`src/rtl/brx_pkg.sv`:
```
package brx_pkg;
  typedef enum logic {
    FR_IDLE = 1'b0,
    FR_OPEN = 1'b1
  } fr_state_e;
endpackage

```
`src/rtl/brx_par_chk.sv`:
```
module brx_par_chk #(
  parameter int DATA_W = 64,
  parameter int LANE_W = 8,
  localparam int NLANES = DATA_W / LANE_W
) (
  input  logic [DATA_W-1:0] data,
  input  logic [NLANES-1:0] lane_par,
  input  logic              sof,
  input  logic              bst,
  input  logic              ctl_par,
  output logic              word_bad
);
  logic [NLANES-1:0] lane_bad;
  logic              ctl_bad;

  for (genvar g = 0; g < NLANES; g++) begin : g_lane
    // odd parity: lane plus its parity bit must carry an odd count of ones
    assign lane_bad[g] = ~(^{data[g*LANE_W +: LANE_W], lane_par[g]});
  end

  assign ctl_bad  = ~(sof ^ bst ^ ctl_par);
  assign word_bad = ctl_bad | (|lane_bad);
endmodule

```
`src/rtl/brx_seq.sv`:
```
module brx_seq
  import brx_pkg::*;
(
  input  logic clk,
  input  logic rst_n,
  input  logic sof,
  input  logic bst,
  input  logic word_bad,
  output logic take,
  output logic first,
  output logic last,
  output logic err,
  output logic frame_err
);
  fr_state_e state_q, state_d;
  logic      acc_q, acc_d;
  logic      err_now;

  always_comb begin
    take      = sof | (state_q == FR_OPEN);
    first     = sof;
    last      = take & ~bst;
    frame_err = sof & (state_q == FR_OPEN);
    // a start strobe discards what earlier words accumulated
    err_now   = sof ? word_bad : (acc_q | word_bad);
    err       = last & err_now;
    state_d   = (take && bst) ? FR_OPEN : FR_IDLE;
    acc_d     = take ? err_now : acc_q;
  end

  always_ff @(negedge clk or negedge rst_n) begin
    if (!rst_n) begin
      state_q <= FR_IDLE;
      acc_q   <= 1'b0;
    end else begin
      state_q <= state_d;
      acc_q   <= acc_d;
    end
  end
endmodule

```
`src/rtl/brx_framer.sv`:
```
module brx_framer #(
  parameter int DATA_W = 64,
  parameter int LANE_W = 8,
  localparam int NLANES = DATA_W / LANE_W
) (
  input  logic              bus_clk,
  input  logic              rst_n,
  input  logic              sof_n,
  input  logic              bst_n,
  input  logic              cpar_n,
  input  logic [DATA_W-1:0] bus_n,
  input  logic [NLANES-1:0] bpar_n,
  output logic              wd_valid,
  output logic              wd_first,
  output logic              wd_last,
  output logic [DATA_W-1:0] wd_data,
  output logic              wd_err,
  output logic              wd_frame_err
);
  logic              sof, bst, ctl_par;
  logic [DATA_W-1:0] data;
  logic [NLANES-1:0] lane_par;
  logic              word_bad;
  logic              take, first, last, err, frame_err;

  assign sof      = ~sof_n;
  assign bst      = ~bst_n;
  assign ctl_par  = ~cpar_n;
  assign data     = ~bus_n;
  assign lane_par = ~bpar_n;

  brx_par_chk #(.DATA_W(DATA_W), .LANE_W(LANE_W)) u_par (
    .data     (data),
    .lane_par (lane_par),
    .sof      (sof),
    .bst      (bst),
    .ctl_par  (ctl_par),
    .word_bad (word_bad)
  );

  brx_seq u_seq (
    .clk       (bus_clk),
    .rst_n     (rst_n),
    .sof       (sof),
    .bst       (bst),
    .word_bad  (word_bad),
    .take      (take),
    .first     (first),
    .last      (last),
    .err       (err),
    .frame_err (frame_err)
  );

  always_ff @(negedge bus_clk or negedge rst_n) begin
    if (!rst_n) begin
      wd_valid     <= 1'b0;
      wd_first     <= 1'b0;
      wd_last      <= 1'b0;
      wd_err       <= 1'b0;
      wd_frame_err <= 1'b0;
    end else begin
      wd_valid     <= take;
      wd_first     <= first;
      wd_last      <= last;
      wd_err       <= err;
      wd_frame_err <= frame_err;
    end
  end

  // data register is enabled only when a word is framed
  always_ff @(negedge bus_clk or negedge rst_n) begin
    if (!rst_n) begin
      wd_data <= '0;
    end else if (take) begin
      wd_data <= data;
    end
  end
endmodule

```
`config.mk`:
```
export PLATFORM = sky130hd
export DESIGN_NAME = brx_framer
export DESIGN_NICKNAME = d
export VERILOG_FILES = /design/src/rtl/brx_pkg.sv /design/src/rtl/brx_par_chk.sv /design/src/rtl/brx_seq.sv /design/src/rtl/brx_framer.sv
export SDC_FILE = /design/constraint.sdc
export NUM_CORES = 1
export LEC_CHECK = 0
export BUFFER_PORTS_ARGS = -buffer_cell sky130_fd_sc_hd__buf_2
export CAP_MARGIN = 20
export CORE_MARGIN = 2
export CORE_UTILIZATION = 46
export DETAILED_ROUTE_END_ITERATION = 7
export PLACE_DENSITY = 0.79
export SLEW_MARGIN = 20
export SYNTH_ARGS = -nofsm -noshare
export SYNTH_HDL_FRONTEND = slang
export SYNTH_SLANG_ARGS = --single-unit
```
`constraint.sdc`:
```
create_clock -name bus_clk -period 2.42 [get_ports bus_clk]
set_clock_uncertainty 0.15 [all_clocks]
set_input_delay 0 -clock bus_clk [delete_from_list [all_inputs] [get_ports bus_clk]]
set_output_delay 0 -clock bus_clk [all_outputs]
set_load 0.01 [all_outputs]
```
* After elaboration in Yosys (flattened, before gate mapping)
Index checks and enable logic that the tools add are counted.
** Storage, ports and cells
- Word-level logic and storage cells :: 42
- Bits of input ports :: 77
- Output and inout bits :: 69
- Register bits after elaboration :: 71
** Operators by class
- Multiplexer cells :: 2
- Reduce and logical (&&, ||, !) cells :: 10
- Bitwise logic cells :: 22
** Operators with widths (number)
- $reduce_xor A9 Y1 :: 8
- $not A64 Y64 :: 1
- $not A1 Y1 :: 12
- $not A8 Y8 :: 1
- $reduce_or A8 Y1 :: 1
- $and A1 B1 Y1 :: 3
- $or A1 B1 Y1 :: 3
- $mux W1 :: 2
- $xor A1 B1 Y1 :: 2
- $logic_and A1 B1 Y1 :: 1

* Longest topological paths before layout
Gate-level depths: netlist of the first run.
- Depth after elaboration :: 8
- Gate-level depth with buffers :: 6
- Gate-level depth less buffers :: 5

* Cells and area by module
From an unflattened synthesis of the first run, not the netlist that was laid out.
** Second synthesis, totals
- Cells, all modules :: 289
- Area total of the unflattened synthesis :: 3842.4 sq um
** Modules (own cells, without submodules)
- brx_framer :: area an instance 3085.5 sq um, sequential area each 1726.7 sq um, times used 1, cells each 215
- brx_par_chk :: area an instance 638.1 sq um, sequential area each 0.0 sq um, times used 1, cells each 62
- brx_seq :: area an instance 118.9 sq um, sequential area each 50.0 sq um, times used 1, cells each 12

==> results of run 1 <==
layout make-up:
| type | instances | area [sq um] |
|---|---|---|
| fillers | 506 | 2110 |
| flip-flops and latches | 71 | 1780 |
| multi-input cells | 197 | 1320 |
| repair buffers | 161 | 950 |
| clock buffers | 10 | 138 |
| well taps | 77 | 96.3 |
| clock inverters | 5 | 25.0 |
| inverters | 2 | 7.51 |
critical path, stage by stage:
cell and delay [ns]:
buf_8 0.10, xnor2_2 0.13, xnor3_1 0.44, xnor2_2 0.16, nor4_2 0.30, a41oi_1 0.14
state kept, by name, summed over array words and instances (netlist names):
| signal | count |
|---|---|
| u_seq.acc_q | 1 |
| u_seq.state_q | 1 |
| wd_data | 64 |
| wd_err | 1 |
| wd_first | 1 |
| wd_frame_err | 1 |
| wd_last | 1 |
| wd_valid | 1 |
how the worst max path moves through the flow:
| stage | from | endpoint | slack (ns) | depth (start not counted) |
|---|---|---|---|---|
| detailed placement | bus_n[63] | wd_err | -0.47 | 6 |
| global placement | bus_n[26] | u_seq.acc_q | -0.40 | 6 |
| finish | bus_n[28] | u_seq.acc_q | -0.09 | 6 |
| CTS | bus_n[25] | wd_err | -0.1 | 6 |
| global route | bus_n[28] | u_seq.acc_q | -0.16 | 6 |
| floorplan | bus_n[26] | u_seq.acc_q | -0.21 | 5 |
synth_stat cells (2+ instances only):
cell type / n
nor3_1: 2
nor2_1: 66
a21oi_1: 65
xnor3_1: 7
clkbuf_1: 15
dfrtn_1: 71
xor2_1: 8
xnor2_1: 40
inv_1: 2
nor2b_1: 2
metal layers:
| metal | GRT usage, % | routed length, um |
|---|---|---|
| met3 | 6.16 | 579 |
| met4 | 7.07 | 112 |
| met5 | 0 | 0 |
| met2 | 31.9 | 3320 |
| met1 | 25.7 | 2990 |
power groups by stage:
stage	sequential, uW	clock, uW	combinational (uW)
3_5_place_dp	1390	0	724
4_1_cts	1370	824	750
5_1_grt	1380	880	817
6_report	1370	797	744
2_1_floorplan	1450	0	339
3_3_place_gp	1380	0	709
cell families (layout without fill, tap and decap cells):
family	count (synthesis)	count (layout)	share of synthesized area [%]
xor gates and xnor gates	57	57	20.0
DFF	71	71	57.5
buffers and inverters	17	178	2.06
and+or+nand+nor	73	73	9.47
AOI/OAI and AO/OA	67	67	11.0
per-stage QoR:
stage / util (%) / instances
final: 67.1 / 523
after detailed placement: 63.3 / 508
after CTS: 67.0 / 523
after global placement: 63.3 / 508
after global routing: 67.1 / 523
after floorplan: - / 285
timing repair:
action / CTS / global route
resized for setup: 10 / 2
setup endpoints to repair: 2 / 2
pin swaps: 9 / 2
endpoints found under the hold margin: 0 / 0
gates cloned: 0 / 0
==> flow_summary.ini, run 1 <==
[run_status]
status = complete, but fails checks
violations = setup timing

[clock_network]
cts_htree_levels = 3
clk_path_buf_depth = 2
cts_hold_buf = 0
cts_setup_buffers = 0
clkSinkCount = 71
path_clk_slew_ns = 0.05
clk_latency_ns = 0.32
cts-buffers-inserted = 9
cts-root-buf = clkbuf_8
cts_tree = built

[finish]
final_common_cell = buf_2
final_cell_area_sq_um = 4310
area_growth_pct = 39.4
final_nets = 519
final_cell_mix = 141 x buf_2, 71 x dfrtn_1, 66 x nor2_1, 65 x a21oi_1, 33 x xnor2_1
drive_above_1_share_pct = 42.2
n_antenna_cell = 0

[place]
post-place-ws_ns = -0.468
portBuffers = 145
place_area_sq_um = 4070
post-dp-hpwl_mm = 5.39
gp_routability_congestion = 0.808

[timing]
tightest_slew_ns = 0.405
setup_viol = 2
finalHoldViolations = 0
rsz0062_at_grt = yes
final.hold.worst_slack_ns = 0.304
relSlewSlack_pct = 73.0
maxSlewViolCount = 0
setup_tns_ns = -0.163
worst_slack_ns = -0.0872

[global_route]
grt_usage_pct = 19.9
grt_pass1_vias = 2448
grt_pass1_wl_mm = 11.4
antenna_found_initial = 0
grt_max_degree = 45
grt_overflow = 0

[synthesis]
synth_cell_types = 17
synth_cells = 285
yosysTopAreaCellShare_pct = 57.5
synth_edf_count = 0
mappedNetlistArea_sq_um = 3090
synth_fp_nets = 362
synth.avg_cell_area_sq_um = 10.8
synth_warnings = 0
netlist_top_cells_area = dfrtn_1 57%, xnor2_1 11%, a21oi_1 11%
ys.flop_type = dfrtn_1
ys_ff_latch = 71
async_flop_share_pct = 100
ys_seq_area_share_pct = 57.5
synth_area_leader_cell = dfrtn_1

[power]
sw_frac_of_total_pct = 28.7
pwr-share-clk_pct = 27.4
p_comb_share_pct = 25.6
total_leakage_power_uw = 0.00211
netSwitchingPower_uw = 836
p_seq_share_pct = 47.0
p_int_uw = 2080
peakVddDrop_uv = 449
powerDensity_nw_per_um2 = 676
design_power_total_uw = 2910

[route]
drtIter0Drc = 76
wire_per_inst_um = 13.4
dr.pass1.iters = 4
ant_nets = 0
drt-total-wl_mm = 6.99
via_count = 2477
route.detailed.drc = 0
via_per_inst = 4.74

[setup_path]
r2r_slack_ns = 1.04
cp-end-kind = flop
cp_data_arrival_time_ns = 1.29
r2r_end = u_seq.acc_q
crit_fanout = 2
worstSetupPathType = in2reg
reg2reg_from = u_seq.acc_q
critPathLaunchType = primary input
worstRegToRegCells = 4
worstPathRequired_ns = 1.20

[hold_path]
hold_class = reg2reg
min_to = wd_frame_err
holdPathStages = 1
worstHoldStart = u_seq.state_q

[floorplanning]
io_pins = 146
coreArea_sq_um = 6420
fp.dieH_um = 86.0
die_area_sq_um = 7390
rows = 29
start_util_pct = 48.1
die_w_um = 86.0

[flow_run]
cap_viol_max_count = 0
Power figures use the tool's default switching activity.
==> run 2: changes to the inputs <==
- RECOVER_POWER: unset -> 25
==> run 2 against run 1 <==
The flow still finishes with violations (setup timing). Sequential power about the same. Combinational power down 0.9%. Global-route usage unchanged. Non-clock buffer count unchanged.
==> flow_summary.ini, run 2 (synthesized netlist as in run 1, its figures left out) <==
[setup_path]
cp_cell_sequence = buf_8 > xnor2_2 > xnor3_1 > xnor2_2 > nor4_2 > a41oi_1
endpoint = u_seq.acc_q
setup.worst_path.start = bus_n[28]
cp_slowest_cell = xnor3_1
crit_fanout = 2
cp_data_arrival_time_ns = 1.28
critPathMostFrequentCell = xnor2_2
worstRegToRegCells = 4
r2r_end = u_seq.acc_q
r2r_slack_ns = 1.04
worstSetupPathType = in2reg
reg2reg_from = u_seq.acc_q
worstPathRequired_ns = 1.20
critPathLaunchType = primary input
max_stage_delay_ns = 0.44
cp-end-kind = flop

[floorplanning]
fp.dieH_um = 86.0
io_pins = 146
start_util_pct = 48.1
die_w_um = 86.0
coreArea_sq_um = 6420
rows = 29
die_area_sq_um = 7390

[place]
portBuffers = 145
place_area_sq_um = 4070
dp.cells = 508
post-dp-hpwl_mm = 5.39
gp_routability_congestion = 0.808

[finish]
fill_cells = 511
n_antenna_cell = 0
final_cell_mix = 142 x buf_2, 71 x dfrtn_1, 66 x nor2_1, 65 x a21oi_1, 33 x xnor2_1
top_register = wd_data
final_nets = 519
final_cell_area_sq_um = 4270
area_growth_pct = 38.2
final_common_cell = buf_2
final_cells = 523
largest_reg_flops = 64
drive_above_1_share_pct = 41.7

[power]
design_power_total_uw = 2900
sw_frac_of_total_pct = 28.8
p_comb_share_pct = 25.4
pwr-share-clk_pct = 27.5
netSwitchingPower_uw = 835
peakVddDrop_uv = 453
powerDensity_nw_per_um2 = 679
p_seq_share_pct = 47.2
total_leakage_power_uw = 0.00209
p_int_uw = 2070

[route]
wl_met2_mm = 3.32
drtIter0Drc = 86
via_count = 2467
dr.pass1.iters = 4
highest_layer = met4
wl_met1_mm = 2.95
dr_wl_met3_um = 581
route.detailed.drc = 0
wire_per_inst_um = 13.3
via_per_inst = 4.72
ant_nets = 0
drt-total-wl_mm = 6.97

[timing]
maxSlewViolCount = 0
rsz0062_at_grt = yes
setup_tns_ns = -0.154
relSlewSlack_pct = 46.8
setup_viol = 2
tightest_slew_ns = 0.798
finalHoldViolations = 0
worst_slack_ns = -0.0806

[clock_network]
cts-root-buf = clkbuf_8
cts_setup_buffers = 0
clk_path_buf_depth = 2
cts_htree_levels = 3
clk_latency_ns = 0.32
cts-buffers-inserted = 9
path_clk_slew_ns = 0.05
clkSinkCount = 71
cts_tree = built

[hold_path]
hold_class = reg2reg
worstHoldStart = u_seq.state_q

[global_route]
grt_usage_pct = 19.9
antenna_found_initial = 0
grt_overflow = 0
grt_pass1_wl_mm = 11.4
grt_max_degree = 45
grt_pass1_vias = 2448

[flow_run]
cap_viol_max_count = 0

[run_status]
violations = setup timing
status = complete, but fails checks
==> run 2: cell types whose count changed in the layout (fill, tap and decap cells not counted), sizes merged <==
cell    change
buf         -2
clkbuf      +2
==> run 2: area by class of cell <==
type / instances / area [sq um] / area share [%]
Sequential cell: 71 / 1780 / 41.6
Multi-Input combinational cell: 197 / 1320 / 30.8
Timing Repair Buffer: 161 / 915 / 21.4
Clock buffer: 10 / 138 / 3.22
Tap cell: 77 / 96.3 / 2.25
Clock inverter: 5 / 25.0 / 0.585
Inverter: 2 / 7.51 / 0.176
==> run 2: worst min-delay path by stage <==
stage / end / slack (ns) / cells after the start
6_report: wd_frame_err / 0.30 / 1
5_1_grt: wd_data[7] / 0.34 / 2
4_1_cts: wd_frame_err / 0.30 / 1
3_5_place_dp: wd_frame_err / 0.29 / 1
3_3_place_gp: wd_frame_err / 0.30 / 1
2_1_floorplan: wd_frame_err / 0.27 / 1
==> run 2: power by group through the flow <==
stage               combinational (uW)  clock (uW)  sequential (uW)
finish                             737         797             1370
CTS                                750         824             1370
floorplan                          339           0             1450
global placement                   709           0             1380
global route                       809         880             1380
detailed placement                 724           0             1390
==> run 2: stage by stage <==
step,hold slack (ns),util (%),setup WS [ns]
final,0.300,66.5,-0.0806
after global routing,0.341,66.5,-0.163
after global placement,0.297,63.3,-0.404
after floorplan,0.265,-,-0.211
after CTS,0.297,67.0,-0.0997
after detailed placement,0.294,63.3,-0.468
==> run 2: routing by layer <==
| layer | up-vias | GRT usage (%) |
|---|---|---|
| li1 | 1241 | - |
| met1 | 1121 | 25.7 |
| met2 | 94 | 31.9 |
| met3 | 11 | 6.16 |
| met4 | 0 | 7.07 |
| met5 | - | 0 |
==> run 2: what timing repair did <==
action | CTS | global route
hold buffers | 0 | 0
gates cloned | 0 | 0
resized for setup | 10 | 2
endpoints found under the setup margin | 2 | 2
pin swaps | 9 | 2
==> run 2: critical path: cells and delay by family <==
family                 cells  cell delay [ns]
AO/OA/AOI/OAI              1             0.14
buffers and inverters      1             0.10
AND/OR/NAND/NOR            1             0.30
XOR/XNOR                   3             0.73
